File: src/rtl/wdog_pkg.sv
package wdog_pkg;
  localparam logic [7:0] OFS_CTRL  = 8'h00;
  localparam logic [7:0] OFS_RANGE = 8'h04;
  localparam logic [7:0] OFS_COUNT = 8'h08;
  localparam logic [7:0] OFS_KICK  = 8'h0C;
  localparam logic [7:0] OFS_STAT  = 8'h10;
  localparam logic [7:0] OFS_ICLR  = 8'h14;
  localparam logic [7:0] OFS_FEAT  = 8'hF4;
  localparam logic [7:0] OFS_VER   = 8'hF8;
  localparam logic [7:0] OFS_KIND  = 8'hFC;

  localparam logic [31:0] KICK_CODE = 32'h0000_0076;
  localparam logic [31:0] FEAT_WORD = 32'h0000_0040;
  localparam logic [31:0] VER_WORD  = 32'h0001_0300;
  localparam logic [31:0] KIND_WORD = 32'h5744_0A01;

  typedef struct packed {
    logic       en;
    logic       two_stage;
    logic [3:0] init_idx;
    logic [3:0] per_idx;
  } wdog_cfg_t;
endpackage

File: src/rtl/wdog_regs.sv
module wdog_regs
  import wdog_pkg::*;
#(
  parameter int ADDR_W = 8,
  parameter int CNT_W  = 32
) (
  input  logic              clk,
  input  logic              rst_n,
  input  logic [ADDR_W-1:0] addr,
  input  logic              we,
  input  logic [31:0]       wdata,
  input  logic              re,
  input  logic [CNT_W-1:0]  count,
  input  logic              irq_pend,
  output wdog_cfg_t         cfg,
  output logic              en_set,
  output logic              kick_req,
  output logic              iclr,
  output logic [31:0]       rdata
);
  logic wr_ctrl, wr_range, wr_kick;
  logic en_q, en_d, mode_q, mode_d;
  logic [7:0] range_q, range_d;
  logic ctrl_ce, range_ce;
  logic [31:0] rmux;

  assign wr_ctrl  = we && (addr == ADDR_W'(OFS_CTRL));
  assign wr_range = we && (addr == ADDR_W'(OFS_RANGE));
  assign wr_kick  = we && (addr == ADDR_W'(OFS_KICK));

  always_comb begin
    en_d     = en_q | wdata[0];
    mode_d   = wdata[1];
    range_d  = wdata[7:0];
    ctrl_ce  = wr_ctrl;
    range_ce = wr_range;
  end

  always_ff @(posedge clk or negedge rst_n) begin
    if (!rst_n) begin
      en_q   <= 1'b0;
      mode_q <= 1'b0;
    end else if (ctrl_ce) begin
      en_q   <= en_d;
      mode_q <= mode_d;
    end
  end

  always_ff @(posedge clk or negedge rst_n) begin
    if (!rst_n) range_q <= 8'h00;
    else if (range_ce) range_q <= range_d;
  end

  assign cfg.en        = en_q;
  assign cfg.two_stage = mode_q;
  assign cfg.init_idx  = range_q[7:4];
  assign cfg.per_idx   = range_q[3:0];

  assign en_set   = wr_ctrl && wdata[0] && !en_q;
  assign kick_req = wr_kick && (wdata == KICK_CODE);
  assign iclr     = re && (addr == ADDR_W'(OFS_ICLR));

  always_comb begin
    rmux = 32'h0;
    case (addr)
      ADDR_W'(OFS_CTRL):  rmux = {30'h0, mode_q, en_q};
      ADDR_W'(OFS_RANGE): rmux = {24'h0, range_q};
      ADDR_W'(OFS_COUNT): rmux = 32'(count);
      ADDR_W'(OFS_STAT):  rmux = {31'h0, irq_pend};
      ADDR_W'(OFS_ICLR):  rmux = {31'h0, irq_pend};
      ADDR_W'(OFS_FEAT):  rmux = FEAT_WORD;
      ADDR_W'(OFS_VER):   rmux = VER_WORD;
      ADDR_W'(OFS_KIND):  rmux = KIND_WORD;
      default:            rmux = 32'h0;
    endcase
    rdata = re ? rmux : 32'h0;
  end
endmodule

File: src/rtl/wdog_counter.sv
module wdog_counter #(
  parameter int CNT_W     = 32,
  parameter int BASE_LOG2 = 16
) (
  input  logic             clk,
  input  logic             rst_n,
  input  logic             run,
  input  logic             load_init,
  input  logic             load_per,
  input  logic [3:0]       init_idx,
  input  logic [3:0]       per_idx,
  output logic [CNT_W-1:0] count,
  output logic             at_zero
);
  localparam logic [CNT_W-1:0] ONE = CNT_W'(1);

  logic [CNT_W-1:0] cnt_q, cnt_d, init_val, per_val;
  logic cnt_ce;

  assign init_val = (ONE << (BASE_LOG2 + int'(init_idx))) - ONE;
  assign per_val  = (ONE << (BASE_LOG2 + int'(per_idx))) - ONE;

  always_comb begin
    cnt_d  = cnt_q;
    cnt_ce = 1'b0;
    if (load_init) begin
      cnt_d  = init_val;
      cnt_ce = 1'b1;
    end else if (load_per) begin
      cnt_d  = per_val;
      cnt_ce = 1'b1;
    end else if (run && (cnt_q != '0)) begin
      cnt_d  = cnt_q - ONE;
      cnt_ce = 1'b1;
    end
  end

  always_ff @(posedge clk or negedge rst_n) begin
    if (!rst_n) cnt_q <= '0;
    else if (cnt_ce) cnt_q <= cnt_d;
  end

  assign count   = cnt_q;
  assign at_zero = run && (cnt_q == '0);
endmodule

File: src/rtl/wdog_response.sv
module wdog_response (
  input  logic clk,
  input  logic rst_n,
  input  logic two_stage,
  input  logic expire,
  input  logic kick,
  input  logic iclr,
  output logic irq_pend,
  output logic rst_req,
  output logic reload
);
  logic irq_q, irq_d, rst_q, rst_d, irq_eff;

  always_comb begin
    irq_eff = irq_q && !iclr;
    irq_d   = irq_eff;
    rst_d   = rst_q;
    reload  = 1'b0;
    if (kick) begin
      irq_d = 1'b0;
    end else if (expire) begin
      if (two_stage && !irq_eff) begin
        irq_d  = 1'b1;
        reload = 1'b1;
      end else begin
        rst_d = 1'b1;
      end
    end
  end

  always_ff @(posedge clk or negedge rst_n) begin
    if (!rst_n) begin
      irq_q <= 1'b0;
      rst_q <= 1'b0;
    end else begin
      irq_q <= irq_d;
      rst_q <= rst_d;
    end
  end

  assign irq_pend = irq_q;
  assign rst_req  = rst_q;
endmodule

File: src/rtl/wdog_twostage.sv
module wdog_twostage
  import wdog_pkg::*;
#(
  parameter int ADDR_W    = 8,
  parameter int BASE_LOG2 = 16
) (
  input  logic              clk,
  input  logic              rst_n,
  input  logic [ADDR_W-1:0] bus_addr,
  input  logic              bus_we,
  input  logic [31:0]       bus_wdata,
  input  logic              bus_re,
  output logic [31:0]       bus_rdata,
  output logic              irq,
  output logic              sys_rst_req
);
  localparam int CNT_W = BASE_LOG2 + 16;

  wdog_cfg_t        cfg;
  logic             en_set, kick_req, iclr;
  logic             irq_pend, rst_req, reload, at_zero;
  logic             run_w, kick_w, expire_w, en_w, mode_w;
  logic [CNT_W-1:0] cnt_w;

  wdog_regs #(.ADDR_W(ADDR_W), .CNT_W(CNT_W)) regs_i (
    .clk(clk), .rst_n(rst_n), .addr(bus_addr), .we(bus_we), .wdata(bus_wdata),
    .re(bus_re), .count(cnt_w), .irq_pend(irq_pend), .cfg(cfg),
    .en_set(en_set), .kick_req(kick_req), .iclr(iclr), .rdata(bus_rdata)
  );

  assign en_w     = cfg.en;
  assign mode_w   = cfg.two_stage;
  assign run_w    = en_w && !rst_req;
  assign kick_w   = kick_req && run_w;
  assign expire_w = at_zero && !kick_w;

  wdog_counter #(.CNT_W(CNT_W), .BASE_LOG2(BASE_LOG2)) cnt_i (
    .clk(clk), .rst_n(rst_n), .run(run_w), .load_init(en_set),
    .load_per(kick_w || reload), .init_idx(cfg.init_idx), .per_idx(cfg.per_idx),
    .count(cnt_w), .at_zero(at_zero)
  );

  wdog_response resp_i (
    .clk(clk), .rst_n(rst_n), .two_stage(mode_w), .expire(expire_w),
    .kick(kick_w), .iclr(iclr), .irq_pend(irq_pend), .rst_req(rst_req),
    .reload(reload)
  );

  assign irq         = irq_pend;
  assign sys_rst_req = rst_req;
endmodule

File: config.mk
export PLATFORM = sky130hd
export DESIGN_NAME = wdog_twostage
export DESIGN_NICKNAME = d
export VERILOG_FILES = /design/src/rtl/wdog_pkg.sv /design/src/rtl/wdog_regs.sv /design/src/rtl/wdog_counter.sv /design/src/rtl/wdog_response.sv /design/src/rtl/wdog_twostage.sv
export SDC_FILE = /design/constraint.sdc
export NUM_CORES = 1
export LEC_CHECK = 0
export ABC_AREA = 0
export BUFFER_PORTS_ARGS = -buffer_cell sky130_fd_sc_hd__clkbuf_2
export CAP_MARGIN = 0
export CORE_MARGIN = 2
export CORE_UTILIZATION = 49
export DETAILED_ROUTE_END_ITERATION = 8
export HOLD_SLACK_MARGIN = 0.03
export PLACE_DENSITY = 0.73
export RECOVER_POWER = 25
export SLEW_MARGIN = 15
export SYNTH_ARGS = -nofsm -noshare
export SYNTH_HDL_FRONTEND = slang
export SYNTH_SLANG_ARGS = --single-unit
File: constraint.sdc
create_clock -name clk -period 5.3 [get_ports clk]
set_clock_uncertainty 0.05 [all_clocks]
set_input_delay 1.06 -clock clk [delete_from_list [all_inputs] [get_ports clk]]
set_output_delay 1.06 -clock clk [all_outputs]
set_load 0.05 [all_outputs]
**Yosys cells after proc, flatten, opt, wreduce, memory -nomap -nowiden**

Cells that the tools add are included.

- Flip-flop bits (word level): 44
- Input port bits: 44
- Output and inout bits: 34
- Logic and storage cells: 66

- Add/subtract/negate cells: 5
- Equality and inequality tests: 9
- Shifts and indexed selects: 2
- Muxes and demuxes: 14
- Bitwise gates (word level): 3
- Reduce and logical (&&, ||, !) cells: 27

Operators with widths:

| kind | number |
|---|---|
| $pmux W32 S7 | 1 |
| $mux W32 | 4 |
| $sub A32 B1 Y32 const B | 3 |
| $shl A1 B32 Y32 const A | 2 |
| $eq A32 B7 Y1 const B | 1 |
| $logic_not A32 Y1 | 1 |
| $reduce_bool A32 Y1 | 1 |
| $eq A8 B8 Y1 const B | 3 |
| $eq A8 B4 Y1 const B | 2 |
| $eq A8 B5 Y1 const B | 2 |
| $logic_and A1 B1 Y1 | 14 |
| $add A5 B4 Y6 const A | 2 |
| $mux W1 | 9 |
| $eq A8 B3 Y1 const B | 1 |
| $logic_not A8 Y1 | 1 |
| $logic_not A1 Y1 | 5 |
| $reduce_and A3 Y1 | 1 |
| $reduce_bool A3 Y1 | 1 |
| $not A1 Y1 | 2 |
| $reduce_and A2 Y1 | 1 |
| $reduce_or A2 Y1 | 1 |
| $logic_or A1 B1 Y1 | 1 |
| $or A1 B1 Y1 | 1 |

**Depth between registers and ports, before layout**

- Word-level depth: 13
- Gate-level depth with buffers: 17
- Mapped depth without buffers: 13

**Cells and area by module**

A second synthesis with hierarchy kept.

- Cell total of the unflattened synthesis: 443
- Area total of the unflattened synthesis: 3,814.9 µm²

By module, submodules not included:

| module | instances | cells an instance | area each (µm²) |
|---|---|---|---|
| wdog_counter | 1 | 311 | 2,640.0 |
| wdog_regs | 1 | 118 | 1,039.7 |
| wdog_response | 1 | 9 | 92.6 |
| wdog_twostage | 1 | 5 | 42.5 |

**Worst setup path before layout**

No wires, ideal clock.

- Path kind: input port to flip-flop
- Start point: input bus_addr[2]
- End point: register cnt_i.cnt_q[28] (netlist: cnt_i.count[28])
- Library setup time: 0.137 ns
- Arrival time: 4.429 ns
- Data required time: 5.113 ns
- Setup slack: 0.684 ns
- Stages on the path: 16
- Path through: clkbuf_1 nor4bb_1 nand4_1 or3_1 o21ai_1 nor2_1 clkbuf_1 clkbuf_1 nand2_1 ha_1 clkbuf_1 o21ai_0 or4_4 nor3b_2 xnor2_1 a21oi_1

- Longest elaborated chain between the ends: 13
- Elaborated cells between the ends (all ways): 26
- Classes of those cells: eq/ne (2); mux (7); reduce/logical (17)

RTL lines:

| what | RTL line | RTL |
|---|---|---|
| start, declared | wdog_twostage.sv:9 | `input logic [ADDR_W-1:0] bus_addr,` |
| $eq A8 B5 Y1 | wdog_regs.sv:61 | `assign iclr = re && (addr == ADDR_W'(OFS_ICLR));` |
| $logic_and A1 B1 Y1 | wdog_regs.sv:61 |  |
| $logic_not A1 Y1 | wdog_response.sv:15 | `irq_eff = irq_q && !iclr;` |
| $logic_and A1 B1 Y1 | wdog_response.sv:15 |  |
| $logic_not A1 Y1 | wdog_response.sv:22 | `if (two_stage && !irq_eff) begin` |
| $logic_and A1 B1 Y1 | wdog_response.sv:22 |  |
| $mux W1 | wdog_response.sv:22 |  |
| $mux W1 | wdog_response.sv:21 | `end else if (expire) begin` |
| $mux W1 | wdog_response.sv:19 | `if (kick) begin` |
| $logic_or A1 B1 Y1 | wdog_twostage.sv:39 | `.load_per(kick_w \|\| reload), .init_idx(cfg.init_idx), .per_idx(cfg.per_idx),` |
| $mux W1 | wdog_counter.sv:29 | `end else if (load_per) begin` |
| $mux W1 | wdog_counter.sv:26 | `if (load_init) begin` |
| $reduce_and A2 Y1 (no source line) | - |  |
| end signal, assigned | wdog_counter.sv:40 | `else if (cnt_ce) cnt_q <= cnt_d;` |
| end, declared | wdog_counter.sv:17 | `logic [CNT_W-1:0] cnt_q, cnt_d, init_val, per_val;` |

Parallel ways exist; a longest one is shown, timed or not.
A chain may end at the register's enable or synchronous reset.

**Worst setup path in the final report**

- Start point: input bus_addr[5]
- End point: output bus_rdata[31]

- Longest elaborated chain between the ends: 4
- Elaborated cells between the ends (all ways): 11
- Classes of those cells: eq/ne (7); mux (2); reduce/logical (2)

RTL lines:

| what | RTL line | RTL |
|---|---|---|
| $eq A8 B5 Y1 | wdog_regs.sv:65 | `case (addr)` |
| $reduce_or A2 Y1 (no source line) | - |  |
| $pmux W32 S7 (*) | wdog_regs.sv:65 |  |
| $mux W32 (*) | wdog_regs.sv:76 | `rdata = re ? rmux : 32'h0;` |
| end, declared | wdog_twostage.sv:13 | `output logic [31:0] bus_rdata,` |

Every way passes the cells marked *; elsewhere a longest branch is shown, timed or not.

==> flow_summary.ini <==
[die]
core_um2 = 7180
die_x_um = 89.6
ios = 78
die_area_um2 = 8020
start_util_pct = 50.0
rows = 31
die_h_um = 89.6

[clocking]
hold_buffers = 0
cts_setup_buffers = 0
tritoncts = done
cts_buffer_depth = 2
cts_resized = 0
clk_latency_ps = 300
clockRootBuffer = clkbuf_8
cts_made_buffers = 5
clkTransAtPathRegs_ps = 80
ctsHtreeMaxLevel = 2
cts_sinks = 44

[pwr]
power_density_nw_per_um2 = 230
finalPower_w = 0.000954
p_leak_nw = 1.58
intPower_w = 0.000625
p_sw_share_pct = 34.5
pwr-share-seq_pct = 48.8
pwr-share-comb_pct = 25.0
p_clk_share_pct = 26.2
vdd_drop_max_v = 0.000108
power_switching_w = 0.000329

[cells_and_area]
syn_to_final_growth_pct = 15.4
multi_input_area_um2 = 2370
fin_nets = 571
mostFrequentLayoutCells = clkbuf_2, nand2_1, nor2_1, a21oi_1, dfrtp_1
diodes = 0
n_fill_cell = 715
regArea_um2 = 1100
layout_commonest_cell = clkbuf_2
final_layout_size_suffix_gt1_share_pct = 21.7
fin_util_pct = 57.7

[drt]
remaining_drc_errors = 0
via_count = 3912
dr.pass1.iters = 5
vias_per_cell = 6.27
drtIter0Drc = 361
ant_nets = 0
wl_per_cell_um = 18.0
routed_wl_mm = 11.3

[global_route]
grt_first_pass_wirelength_mm = 17.7
use_met3_pct = 3.93
grt_max_degree = 45
grt_use_met1_pct = 39.2
track_usage_pct = 28.9
antenna_found_initial = 0
use_met2_pct = 47.6
grt_pass1_vias = 3495
grt.overflow.total = 0
busiest_layer = met2

[logic_synthesis]
synth.avg_cell_area_um2 = 7.80
synth_top_area_share_pct = 30.7
netlist_area_um2 = 3590
synth_cell_types = 58
synth_area_leaders = dfrtp_1, a21oi_1, nand2_1
yosys.area.top_type = dfrtp_1
synth_top_flop_cell = dfrtp_1
yosysWarnings = 0
synth-seq-cells = 44
synth_edf_count = 0
syn_nets = 505
ys_seq_area_share_pct = 30.7
netlist_instances = 460
async_flop_share_pct = 100

[hold_path]
hold_end = cnt_i.count[14]
hold_start = cnt_i.count[14]
hold_depth = 1
min_path_type = reg2reg

[critical_path]
reg2reg_from = cnt_i.count[11]
r2r_end = cnt_i.count[30]
worst-r2r-cell-count = 14
setup.worst_path.class = in2out
start_kind = input pin
arrival_ps = 3440
critPathRequiredTime_ps = 4190
rrSetupSlack_ps = 1340
path_max_fanout = 13
end_kind = primary output

[status]
violations = max-capacitance violations, max-slew violations
outcome = complete, but fails checks

[sta]
tns_ps = 0
final-setup-viol-count = 0
hold_viol = 0
relSlewSlack_pct = -63.2
tightest_slew_ps = 2450
rsz0062_at_grt = no
max_freq_ghz = 0.220
period_minus_slack_ps = 4550
final.setup.worst_slack_ps = 750
drv_slew = 45
timing.hold.ws_ps = 529
finalCritPeriodShare_pct = 85.9

[placed_design]
hpwlAfterDp_mm = 8.43
port_buffers = 77
gp_congestion = 0.966
place_ws_ps = 749

[job]
drv_cap = 1
worst max-delay path: stages:
cell	delay, ps
clkbuf_2	140
or4_1	620
nor2_1	290
and2_1	190
nor2b_1	640
and2_1	230
clkbuf_2	270
kinds of logic after synthesis:
group / share of synthesized area [%]
AOI/OAI and AO/OA: 21.3
xor gates and xnor gates: 3.66
adders and majority gates: 0.662
buffers and inverters: 3.35
DFF: 30.7
muxes: 3.45
and+or+nand+nor: 36.9
power by group through the flow:
stage | Combinational, W | Sequential [W] | Clock (W)
2_1_floorplan | 0.000177 | 0.000429 | 0
3_3_place_gp | 0.000231 | 0.000466 | 0
3_5_place_dp | 0.000238 | 0.000467 | 0
4_1_cts | 0.000239 | 0.000462 | 0.000252
5_1_grt | 0.000271 | 0.000470 | 0.000266
6_report | 0.000239 | 0.000465 | 0.000250
cell usage after synthesis, types with 3 or more instances:
cell type  count
xor2_1         5
and2_1        15
dfrtp_1       44
inv_1          4
a21o_1         4
nand3_1       15
or3_1         10
nor4bb_1       3
or4_1          3
nor4b_1        7
and3_1         7
nor2_1        47
and4b_1        3
o31ai_1        3
nand2_1       48
buf_2          3
a22oi_1       12
o21ai_0       21
clkbuf_1      21
nor3_1        25
nor4_1        16
nand4_1        9
a21oi_1       44
o21ai_1        3
o211ai_1       3
a211o_1        6
a31oi_1        6
a41o_1         3
xnor2_1       10
mux2_2        11
nand2b_1       9
nor2b_1        7
routing by layer:
layer | share of wire [%] | vias to the layer above
met2 | 48 | 191
met5 | 0 | -
met1 | 43 | 1841
li1 | - | 1849
met4 | 2.4 | 0
met3 | 6.8 | 31
flip-flops by register name, indices dropped and copies added, names as in the netlist:
register and cells:
regs_i.mode_q 1, cnt_i.count 32, regs_i.range_q 8, regs_i.en_q 1, resp_i.rst_req 1, resp_i.irq_pend 1
worst max path at each step:
stage	startpoint	endpoint	slack [ps]	cells past startpoint
floorplan	bus_addr[2]	cnt_i.count[28]	680	16
global placement	bus_addr[5]	bus_rdata[29]	830	7
detailed placement	bus_addr[5]	bus_rdata[31]	750	7
CTS	bus_addr[5]	bus_rdata[31]	750	7
global route	bus_addr[5]	bus_rdata[14]	550	7
finish	bus_addr[5]	bus_rdata[31]	750	7
stage by stage:
stage / cell area (um^2) / cells
6_report: 4140 / 624
3_3_place_gp: 4050 / 618
3_5_place_dp: 4050 / 618
5_1_grt: 4140 / 624
2_1_floorplan: 3590 / 460
4_1_cts: 4140 / 624
area by class of cell:
type,count,share of cell area (%)
clock buffer,5,1.66
clock inverter,1,0.725
inverter,4,0.362
multi-input combinational,387,57.1
sequential,44,26.6
tap,99,2.99
timing repair buffer,84,10.5
No activity file was read; power rests on OpenSTA's default activity.
